<file path="config.mk">
export PLATFORM = sky130hd
export DESIGN_NAME = srx_reach_engine
export DESIGN_NICKNAME = d
export VERILOG_FILES = /design/src/rtl/srx_pkg.sv /design/src/rtl/srx_tables.sv /design/src/rtl/srx_settle.sv /design/src/rtl/srx_closure.sv /design/src/rtl/srx_reach_engine.sv
export SDC_FILE = /design/constraint.sdc
export NUM_CORES = 1
export LEC_CHECK = 0
export BUFFER_PORTS_ARGS = -buffer_cell sky130_fd_sc_hd__buf_2
export CORE_ASPECT_RATIO = 0.8
export CORE_MARGIN = 2
export CORE_UTILIZATION = 30
export CTS_BUF_LIST = sky130_fd_sc_hd__clkbuf_16
export CTS_CLUSTER_DIAMETER = 120
export CTS_CLUSTER_SIZE = 28
export DETAILED_ROUTE_END_ITERATION = 8
export PLACE_DENSITY_LB_ADDON = 0.05
export SYNTH_ARGS = -nofsm -noshare
export SYNTH_HDL_FRONTEND = slang
export SYNTH_HIERARCHICAL = 1
export SYNTH_SLANG_ARGS = --single-unit
</file>
<file path="constraint.sdc">
create_clock -name clk -period 2.8 [get_ports clk]
set_input_delay 0 -clock clk [delete_from_list [all_inputs] [get_ports clk]]
set_output_delay 0 -clock clk [all_outputs]
set_load 0.05 [all_outputs]
</file>
<file path="src/rtl/srx_pkg.sv">
package srx_pkg;

    typedef enum logic [1:0] {
        WK_PLANT = 2'd0,
        WK_REF   = 2'd1,
        WK_FAULT = 2'd2,
        WK_NONE  = 2'd3
    } wr_kind_e;

    typedef enum logic [2:0] {
        PH_IDLE   = 3'd0,
        PH_SETTLE = 3'd1,
        PH_SEED   = 3'd2,
        PH_CLOSE  = 3'd3,
        PH_EVAL   = 3'd4
    } phase_e;

endpackage

</file>
<file path="src/rtl/srx_tables.sv">
module srx_tables
    import srx_pkg::*;
#(
    parameter int N_ST = 4,
    parameter int N_IN = 4,
    parameter int SW   = 2,
    parameter int IW   = 2,
    parameter int DW   = 4
) (
    input  logic                                   clk,
    input  logic                                   rst,
    input  logic                                   wr_en,
    input  logic [1:0]                             wr_kind,
    input  logic [SW-1:0]                          wr_row,
    input  logic [IW-1:0]                          wr_col,
    input  logic [DW-1:0]                          wr_data,
    output logic [N_ST-1:0][N_IN-1:0][SW-1:0]      f_tbl,
    output logic [N_ST-1:0][N_IN-1:0][SW-1:0]      sr_tbl,
    output logic [N_IN-1:0][N_IN-1:0]              fmask
);

    logic row_ok, col_ok;

    always_comb begin
        row_ok = (int'(wr_row) < N_ST);
        col_ok = (int'(wr_col) < N_IN);
    end

    always_ff @(posedge clk) begin
        if (rst) begin
            for (int x = 0; x < N_ST; x++) begin
                for (int v = 0; v < N_IN; v++) begin
                    f_tbl[x][v]  <= SW'(x);
                    sr_tbl[x][v] <= SW'(x);
                end
            end
            fmask <= '0;
        end else if (wr_en && col_ok) begin
            case (wr_kind_e'(wr_kind))
                WK_PLANT: if (row_ok) f_tbl[wr_row][wr_col]  <= wr_data[SW-1:0];
                WK_REF:   if (row_ok) sr_tbl[wr_row][wr_col] <= wr_data[SW-1:0];
                WK_FAULT: fmask[wr_col] <= wr_data[N_IN-1:0];
                default: ;
            endcase
        end
    end

    // the none kind leaves every table untouched
    a_r2_none_kind_inert: assert property (@(posedge clk) disable iff (rst)
        (wr_en && wr_kind == 2'd3) |=> ($stable(f_tbl) && $stable(sr_tbl) && $stable(fmask)));

endmodule

</file>
<file path="src/rtl/srx_settle.sv">
module srx_settle #(
    parameter int N_ST = 4,
    parameter int N_IN = 4,
    parameter int SW   = 2
) (
    input  logic                                   clk,
    input  logic                                   rst,
    input  logic                                   init,
    input  logic                                   step,
    input  logic [N_ST-1:0][N_IN-1:0][SW-1:0]      f_tbl,
    output logic [N_ST-1:0][N_IN-1:0][SW-1:0]      cur,
    output logic [N_ST-1:0][N_IN-1:0]              stable
);

    always_comb begin
        for (int x = 0; x < N_ST; x++) begin
            for (int v = 0; v < N_IN; v++) begin
                stable[x][v] = (f_tbl[cur[x][v]][v] == cur[x][v]);
            end
        end
    end

    always_ff @(posedge clk) begin
        if (rst) begin
            cur <= '0;
        end else if (init) begin
            for (int x = 0; x < N_ST; x++) begin
                for (int v = 0; v < N_IN; v++) begin
                    cur[x][v] <= SW'(x);
                end
            end
        end else if (step) begin
            for (int x = 0; x < N_ST; x++) begin
                for (int v = 0; v < N_IN; v++) begin
                    cur[x][v] <= f_tbl[cur[x][v]][v];
                end
            end
        end
    end

    for (genvar gx = 0; gx < N_ST; gx++) begin : g_row
        for (genvar gv = 0; gv < N_IN; gv++) begin : g_col
            // once a chain sits on a stable state, further steps keep it there
            a_r3_settled_holds: assert property (@(posedge clk) disable iff (rst)
                (step && !init && stable[gx][gv]) |=> $stable(cur[gx][gv]));
        end
    end

endmodule

</file>
<file path="src/rtl/srx_closure.sv">
module srx_closure #(
    parameter int N_ST = 4,
    parameter int N_IN = 4,
    parameter int SW   = 2
) (
    input  logic                                   clk,
    input  logic                                   rst,
    input  logic                                   seed,
    input  logic                                   close,
    input  logic [N_ST-1:0][N_IN-1:0][SW-1:0]      s_tbl,
    input  logic [N_ST-1:0][N_IN-1:0][SW-1:0]      sr_tbl,
    output logic [N_ST-1:0][N_ST-1:0]              kp,
    output logic [N_ST-1:0][N_ST-1:0]              kr
);

    logic [N_ST-1:0][N_ST-1:0] kp_seed, kr_seed, kp_sq, kr_sq;

    always_comb begin
        for (int i = 0; i < N_ST; i++) begin
            for (int j = 0; j < N_ST; j++) begin
                kp_seed[i][j] = 1'b0;
                kr_seed[i][j] = 1'b0;
                for (int v = 0; v < N_IN; v++) begin
                    if (s_tbl[i][v] == SW'(j))  kp_seed[i][j] = 1'b1;
                    if (sr_tbl[i][v] == SW'(j)) kr_seed[i][j] = 1'b1;
                end
            end
        end
    end

    always_comb begin
        for (int i = 0; i < N_ST; i++) begin
            for (int j = 0; j < N_ST; j++) begin
                kp_sq[i][j] = kp[i][j];
                kr_sq[i][j] = kr[i][j];
                for (int m = 0; m < N_ST; m++) begin
                    kp_sq[i][j] = kp_sq[i][j] | (kp[i][m] & kp[m][j]);
                    kr_sq[i][j] = kr_sq[i][j] | (kr[i][m] & kr[m][j]);
                end
            end
        end
    end

    always_ff @(posedge clk) begin
        if (rst) begin
            kp <= '0;
            kr <= '0;
        end else if (seed) begin
            kp <= kp_seed;
            kr <= kr_seed;
        end else if (close) begin
            kp <= kp_sq;
            kr <= kr_sq;
        end
    end

    // a closure round only adds reachability, never removes it
    a_r4_closure_grows: assert property (@(posedge clk) disable iff (rst)
        close |=> (((kp & $past(kp)) == $past(kp)) && ((kr & $past(kr)) == $past(kr))));

    // seeding and closing never overlap
    a_r4_phase_excl: assert property (@(posedge clk) disable iff (rst)
        $onehot0({seed, close}));

endmodule

</file>
<file path="src/rtl/srx_reach_engine.sv">
module srx_reach_engine
    import srx_pkg::*;
#(
    parameter int N_ST = 4,
    parameter int N_IN = 4,
    localparam int SW  = (N_ST > 1) ? $clog2(N_ST) : 1,
    localparam int IW  = (N_IN > 1) ? $clog2(N_IN) : 1,
    localparam int DW  = (SW > N_IN) ? SW : N_IN,
    localparam int NM  = N_ST * N_ST
) (
    input  logic           clk,
    input  logic           rst,
    input  logic           wr_en,
    input  logic [1:0]     wr_kind,
    input  logic [SW-1:0]  wr_row,
    input  logic [IW-1:0]  wr_col,
    input  logic [DW-1:0]  wr_data,
    input  logic           start,
    output logic [NM-1:0]  reach_mat,
    output logic           exists_o,
    output logic           fault_ok_o,
    output logic           cyc_err_o,
    output logic           done_o
);

    localparam int CW = $clog2(N_ST + 1);

    logic [N_ST-1:0][N_IN-1:0][SW-1:0] f_tbl, sr_tbl, s_tbl;
    logic [N_IN-1:0][N_IN-1:0]         fmask;
    logic [N_ST-1:0][N_IN-1:0]         stable;
    logic [N_ST-1:0][N_ST-1:0]         kp, kr;

    phase_e          ph_q;
    logic [CW-1:0]   cnt_q;
    logic            init_c, step_c, seed_c, close_c;
    logic            exists_c, fault_c, err_c;

    srx_tables #(.N_ST(N_ST), .N_IN(N_IN), .SW(SW), .IW(IW), .DW(DW)) u_tables (
        .clk(clk), .rst(rst), .wr_en(wr_en), .wr_kind(wr_kind), .wr_row(wr_row),
        .wr_col(wr_col), .wr_data(wr_data), .f_tbl(f_tbl), .sr_tbl(sr_tbl), .fmask(fmask)
    );

    srx_settle #(.N_ST(N_ST), .N_IN(N_IN), .SW(SW)) u_settle (
        .clk(clk), .rst(rst), .init(init_c), .step(step_c), .f_tbl(f_tbl),
        .cur(s_tbl), .stable(stable)
    );

    srx_closure #(.N_ST(N_ST), .N_IN(N_IN), .SW(SW)) u_closure (
        .clk(clk), .rst(rst), .seed(seed_c), .close(close_c), .s_tbl(s_tbl),
        .sr_tbl(sr_tbl), .kp(kp), .kr(kr)
    );

    always_comb begin
        init_c  = (ph_q == PH_IDLE) && start;
        step_c  = (ph_q == PH_SETTLE);
        seed_c  = (ph_q == PH_SEED);
        close_c = (ph_q == PH_CLOSE);
    end

    always_comb begin
        exists_c = &(~kr | kp);
        err_c    = ~&stable;
        fault_c  = 1'b1;
        for (int i = 0; i < N_ST; i++) begin
            for (int v = 0; v < N_IN; v++) begin
                if (s_tbl[i][v] == SW'(i)) begin
                    for (int w = 0; w < N_IN; w++) begin
                        if (fmask[v][w] && (s_tbl[i][w] != SW'(i))) begin
                            if (!kp[s_tbl[i][w]][i] || !kp[sr_tbl[i][w]][i])
                                fault_c = 1'b0;
                        end
                    end
                end
            end
        end
    end

    always_ff @(posedge clk) begin
        if (rst) begin
            ph_q       <= PH_IDLE;
            cnt_q      <= '0;
            done_o     <= 1'b0;
            reach_mat  <= '0;
            exists_o   <= 1'b0;
            fault_ok_o <= 1'b0;
            cyc_err_o  <= 1'b0;
        end else begin
            done_o <= 1'b0;
            case (ph_q)
                PH_IDLE: if (start) begin
                    ph_q  <= PH_SETTLE;
                    cnt_q <= '0;
                end
                PH_SETTLE: begin
                    cnt_q <= cnt_q + CW'(1);
                    if (cnt_q == CW'(N_ST - 1)) ph_q <= PH_SEED;
                end
                PH_SEED: begin
                    cnt_q <= '0;
                    ph_q  <= PH_CLOSE;
                end
                PH_CLOSE: begin
                    cnt_q <= cnt_q + CW'(1);
                    if (cnt_q == CW'(N_ST - 1)) ph_q <= PH_EVAL;
                end
                PH_EVAL: begin
                    ph_q       <= PH_IDLE;
                    done_o     <= 1'b1;
                    reach_mat  <= kp;
                    exists_o   <= exists_c;
                    fault_ok_o <= fault_c;
                    cyc_err_o  <= err_c;
                end
                default: ph_q <= PH_IDLE;
            endcase
        end
    end

    // the result strobe lasts one cycle
    a_r8_done_single: assert property (@(posedge clk) disable iff (rst)
        done_o |=> !done_o);

    // the evaluation phase is always followed by the strobe
    a_r8_done_after_eval: assert property (@(posedge clk) disable iff (rst)
        (ph_q == PH_EVAL) |=> (done_o && ph_q == PH_IDLE));

    // results move only together with the strobe
    a_r9_results_hold: assert property (@(posedge clk) disable iff (rst)
        1'b1 |=> (done_o || $stable({reach_mat, exists_o, fault_ok_o, cyc_err_o})));

    // a start seen mid-run does not restart the settle phase
    a_r9_busy_start: assert property (@(posedge clk) disable iff (rst)
        (start && ph_q == PH_CLOSE) |=> (ph_q != PH_SETTLE));

endmodule

</file>
==> impl_metrics.env, run 1 <==
export IMPL_status="completed"
export IMPL_path_clk_slew_ps=80
export IMPL_worstPathRequired_ps=3160
export IMPL_drc_errors=0
export IMPL_maxCapViolCount=0
export IMPL_post_cts_resized=0
export IMPL_yosysWarnings=6
export IMPL_r2r_setup_slack_ps=370
export IMPL_drv_slew=0
export IMPL_finalWorstPathRequiredPeriod_ps=2430
export IMPL_syn_inst=1258
export IMPL_max_freq_mhz=411
export IMPL_layout_common_cells="dfxtp_1 (166), mux2i_1 (111), nor2_1 (100), nand2_1 (91), nand2b_1 (89)"
export IMPL_diodes=0
export IMPL_cts_buffers=17
export IMPL_cts_max_path_buffers=2
export IMPL_pin_count=34
export IMPL_worst_pin_slew_ps=763
export IMPL_coreArea_um2=34600
export IMPL_final_common_cell="dfxtp_1"
export IMPL_ant_nets=0
export IMPL_cp_end_kind="flip-flop"
export IMPL_finalSetupViolations=0
export IMPL_nets=1337
export IMPL_cts_sinks=166
export IMPL_rsz0062_at_grt="false"
export IMPL_crit_path_start_kind="flip-flop"
export IMPL_die_area_um2=36500
export IMPL_p_leak_nw=4.48
export IMPL_grt_pass1_wl_um=64100
export IMPL_num_vias=10200
export IMPL_worst_ir_drop_vdd_uv=321
export IMPL_relSlewSlack_pct=48.7
export IMPL_htree_num_levels=4
export IMPL_skew_ps=9.87
export IMPL_num_rows=61
export IMPL_cts_hold_buf=4
export IMPL_overflow=0
export IMPL_worstPathArrival_ps=2800
export IMPL_grt_max_degree=45
export IMPL_place_congestion=0.921
export IMPL_fin_tns_setup_ps=0
export IMPL_postSynthAreaPerCell_um2=8.34
export IMPL_wl_per_cell_um=23.8
export IMPL_via_per_inst=5.65
export IMPL_fin_util_pct=35.1
export IMPL_syn2layout_area_growth_pct=15.7
export IMPL_synth_fp_nets=1274
export IMPL_first_iter_violations=1060
export IMPL_antenna_found_initial=0
export IMPL_cts_root_buf="clkbuf_16"
export IMPL_power_density_nw_per_um2=450
export IMPL_cts_tree="built"
export IMPL_wl_um=43000
export IMPL_io_buffers=33
export IMPL_crit_fanout=16
export IMPL_grt_pass1_vias=9676
export IMPL_dp_hpwl_um=31500
export IMPL_grt_usage_pct=23.9
export IMPL_fin_area_um2=12100
export IMPL_firstDrtPassIters=7
export IMPL_holdCritPathClass="primary input to flip-flop"
export IMPL_chipWidth_um=213
export IMPL_synthesis_area_um2=10500
export IMPL_final_hold_violation_count=0
export IMPL_path_class="flip-flop to flip-flop"
export IMPL_die_h_um=171
export IMPL_clock_latency_ps=450
export IMPL_drive_gt1_share_pct=14.6
export IMPL_placed_area_um2=11500
export IMPL_cts_setup_buffers=0
export IMPL_start_util_pct=30.3
export IMPL_post_route_period_util_pct=86.9
[report_power, final]
part | leakage (nW) | internal, mW | switching (mW)
clock network | 0.272 | 1.32 | 1.11
registers | 1.34 | 2.39 | 0.0871
logic | 2.86 | 0.222 | 0.327
total | 4.48 | 3.93 | 1.52
[worst max-delay path: stages (launching register included)]
cell	delay, ps
dfxtp_1	690
o22a_1	250
nor2_1	50
a2111oi_1	670
nor3b_1	100
o21ai_0	210
o2111ai_1	120
o31ai_1	240
[flip-flops by register name, indices dropped and copies added, names as in the netlist]
signal           cells
u_closure/kr        16
cnt_q                3
ph_q                 3
u_tables/fmask      12
fault_ok_o           1
u_settle/cur        32
exists_o             1
done_o               1
u_tables/sr_tbl     32
u_tables/f_tbl      32
cyc_err_o            1
reach_mat           16
u_closure/kp        16
[final cells by class]
cell class | instances | area (um^2)
Clock inverter | 15 | 156
Sequential cell | 166 | 3320
Inverter | 67 | 251
Timing Repair Buffer | 109 | 748
Tap cell | 472 | 591
Fill cell | 3616 | 22400
Clock buffer | 17 | 425
Multi-Input combinational cell | 960 | 6640
[layer usage]
metal	global-route usage (%)	part of all wire, %
met5	0	0
met4	5.75	1.9
met3	4.51	4.6
met2	37.5	44
met1	33.8	49
[stage by stage]
step                hold WS (ps)  std cells  power [mW]  setup WS (ps)
finish                      19.9       1806        5.45            366
global route                32.4       1806        5.66            141
CTS                         8.44       1806        5.52            414
detailed placement           328       1770        3.07            445
global placement             327       1770        3.07            452
floorplan                    150       1258        2.84            701
[final timing paths]
check                  start                 end  cells past startpoint
max          u_settle/cur[2]          fault_ok_o                      7
min                wr_row[0]  u_tables/sr_tbl[0]                      4
max reg2reg  u_settle/cur[2]          fault_ok_o                      7
min reg2reg         exists_o            exists_o                      2
No activity file was read; power rests on OpenSTA's default activity.
==> run 2, diff against run 1 <==
==> constraint.sdc (replaced) <==
create_clock -name clk -period 2.76 [get_ports clk]
set_input_delay 0 -clock clk [delete_from_list [all_inputs] [get_ports clk]]
set_output_delay 0 -clock clk [all_outputs]
set_load 0.05 [all_outputs]
==> impl_metrics.env, run 2 (synthesis gave the netlist of run 1 again) <==
export IMPL_wl_per_cell_um=24.1
export IMPL_post_route_period_util_pct=85.3
export IMPL_finalWorstPathRequiredPeriod_ps=2350
export IMPL_io_buffers=33
export IMPL_power_mw=5.51
export IMPL_cts_root_buf="clkbuf_16"
export IMPL_fin_area_um2=12100
export IMPL_first_iter_violations=1010
export IMPL_grt_pass1_vias=9922
export IMPL_p_leak_nw=4.44
export IMPL_cp_end_kind="flip-flop"
export IMPL_hold_slack_ps=57.0
export IMPL_fin_tns_setup_ps=0
export IMPL_internal_power_mw=4.03
export IMPL_ant_nets=0
export IMPL_top_regs="u_settle/cur (32), u_tables/f_tbl (32), u_tables/sr_tbl (32)"
export IMPL_dp_cells=1759
export IMPL_num_vias=10300
export IMPL_cts_max_path_buffers=2
export IMPL_die_area_um2=36500
export IMPL_skew_ps=15.7
export IMPL_firstDrtPassIters=5
export IMPL_num_rows=61
export IMPL_rsz0062_at_grt="false"
export IMPL_finalSetupViolations=0
export IMPL_htree_num_levels=4
export IMPL_cts_sinks=166
export IMPL_fin_cells=1794
export IMPL_final_common_cell="dfxtp_1"
export IMPL_syn2layout_area_growth_pct=15.0
export IMPL_pin_count=34
export IMPL_dp_hpwl_um=31700
export IMPL_final_hold_violation_count=0
export IMPL_cts_buffers=17
export IMPL_worstPathRequired_ps=3140
export IMPL_worstReg2RegStart="u_settle/cur[12]"
export IMPL_grt_max_degree=59
export IMPL_worstPathArrival_ps=2730
export IMPL_diodes=0
export IMPL_power_frac_seq_pct=45.8
export IMPL_crit_fanout=15
export IMPL_p_clk_share_pct=44.5
export IMPL_crit_start="u_settle/cur[12]"
export IMPL_max_freq_mhz=425
export IMPL_status="completed"
export IMPL_fillers=3587
export IMPL_clock_latency_ps=460
export IMPL_pwr_share_comb_pct=9.7
export IMPL_crit_path_start_kind="flip-flop"
export IMPL_worst_ir_drop_vdd_uv=274
export IMPL_power_density_nw_per_um2=456
export IMPL_relSlewSlack_pct=47.6
export IMPL_overflow=0
export IMPL_maxCapViolCount=0
export IMPL_cts_hold_buf=4
export IMPL_hp_start="wr_col[0]"
export IMPL_cts_setup_buffers=0
export IMPL_worst_pin_slew_ps=785
export IMPL_coreArea_um2=34600
export IMPL_place_congestion=0.897
export IMPL_nets=1326
export IMPL_wl_um=43200
export IMPL_path_clk_slew_ps=70
export IMPL_drive_gt1_share_pct=13.5
export IMPL_drv_slew=0
export IMPL_path_class="flip-flop to flip-flop"
export IMPL_chipWidth_um=213
export IMPL_grt_usage_pct=24.2
export IMPL_placed_area_um2=11500
export IMPL_via_per_inst=5.77
export IMPL_cts_tree="built"
export IMPL_holdCritPathClass="primary input to flip-flop"
export IMPL_antenna_found_initial=0
export IMPL_grt_pass1_wl_um=65000
export IMPL_layout_common_cells="dfxtp_1 (166), mux2i_1 (111), nor2_1 (100), nand2_1 (91), nand2b_1 (89)"
export IMPL_drc_errors=0
export IMPL_die_h_um=171
export IMPL_p_sw_share_pct=26.7
export IMPL_p_sw_mw=1.47
export IMPL_start_util_pct=30.3
export IMPL_post_cts_resized=0
## run 2: cell count changes in the layout (fill, tap and decap cells not counted), sizes merged
cell | previous run | this run
buf | 105 | 94
bufinv | 2 | 3
clkinvlp | 5 | 3
## run 2: power by group through the flow
| stage | combinational, mW | sequential, mW | clock (mW) |
|---|---|---|---|
| floorplan | 0.346 | 2.53 | 0 |
| global placement | 0.527 | 2.57 | 0 |
| detailed placement | 0.526 | 2.57 | 0 |
| CTS | 0.532 | 2.52 | 2.52 |
| global route | 0.580 | 2.53 | 2.62 |
| finish | 0.535 | 2.52 | 2.45 |
## run 2: worst paths after layout
kind / to / cells after the start / slack [ps]
setup / recovery: fault_ok_o / 7 / 410
hold / removal: u_tables/fmask[12] / 3 / 60
setup reg to reg: fault_ok_o / 7 / 410
hold reg to reg: reach_mat[4] / 2 / 450
## run 2: worst max-delay path, stage by stage (launching register included)
cell      delay (ps)
dfxtp_1          750
nand2b_1         190
a21oi_1           70
o41ai_1          560
or2_2            200
a31o_2           150
o221ai_1         130
o31ai_1          230
## run 2: layout make-up
class | instances | area [um^2] | area share [%]
Inverter | 67 | 251 | 2.08
Tap cell | 472 | 591 | 4.90
Multi-Input combinational cell | 960 | 6640 | 55.0
Timing Repair Buffer | 98 | 691 | 5.72
Clock inverter | 14 | 145 | 1.20
Clock buffer | 17 | 425 | 3.53
Sequential cell | 166 | 3320 | 27.5
## run 2: per-stage QoR
step | setup WS, ps | util, %
detailed placement | 451 | 33.1
finish | 406 | 34.9
global placement | 512 | 33.1
global route | 216 | 34.9
CTS | 432 | 34.9
floorplan | 661 | -
## run 2: routing by layer
metal	share of wire (%)	track usage (%)
met3	5.5	3.18
met5	0	0
met4	1.8	6.66
met1	48	34.9
met2	45	37.6
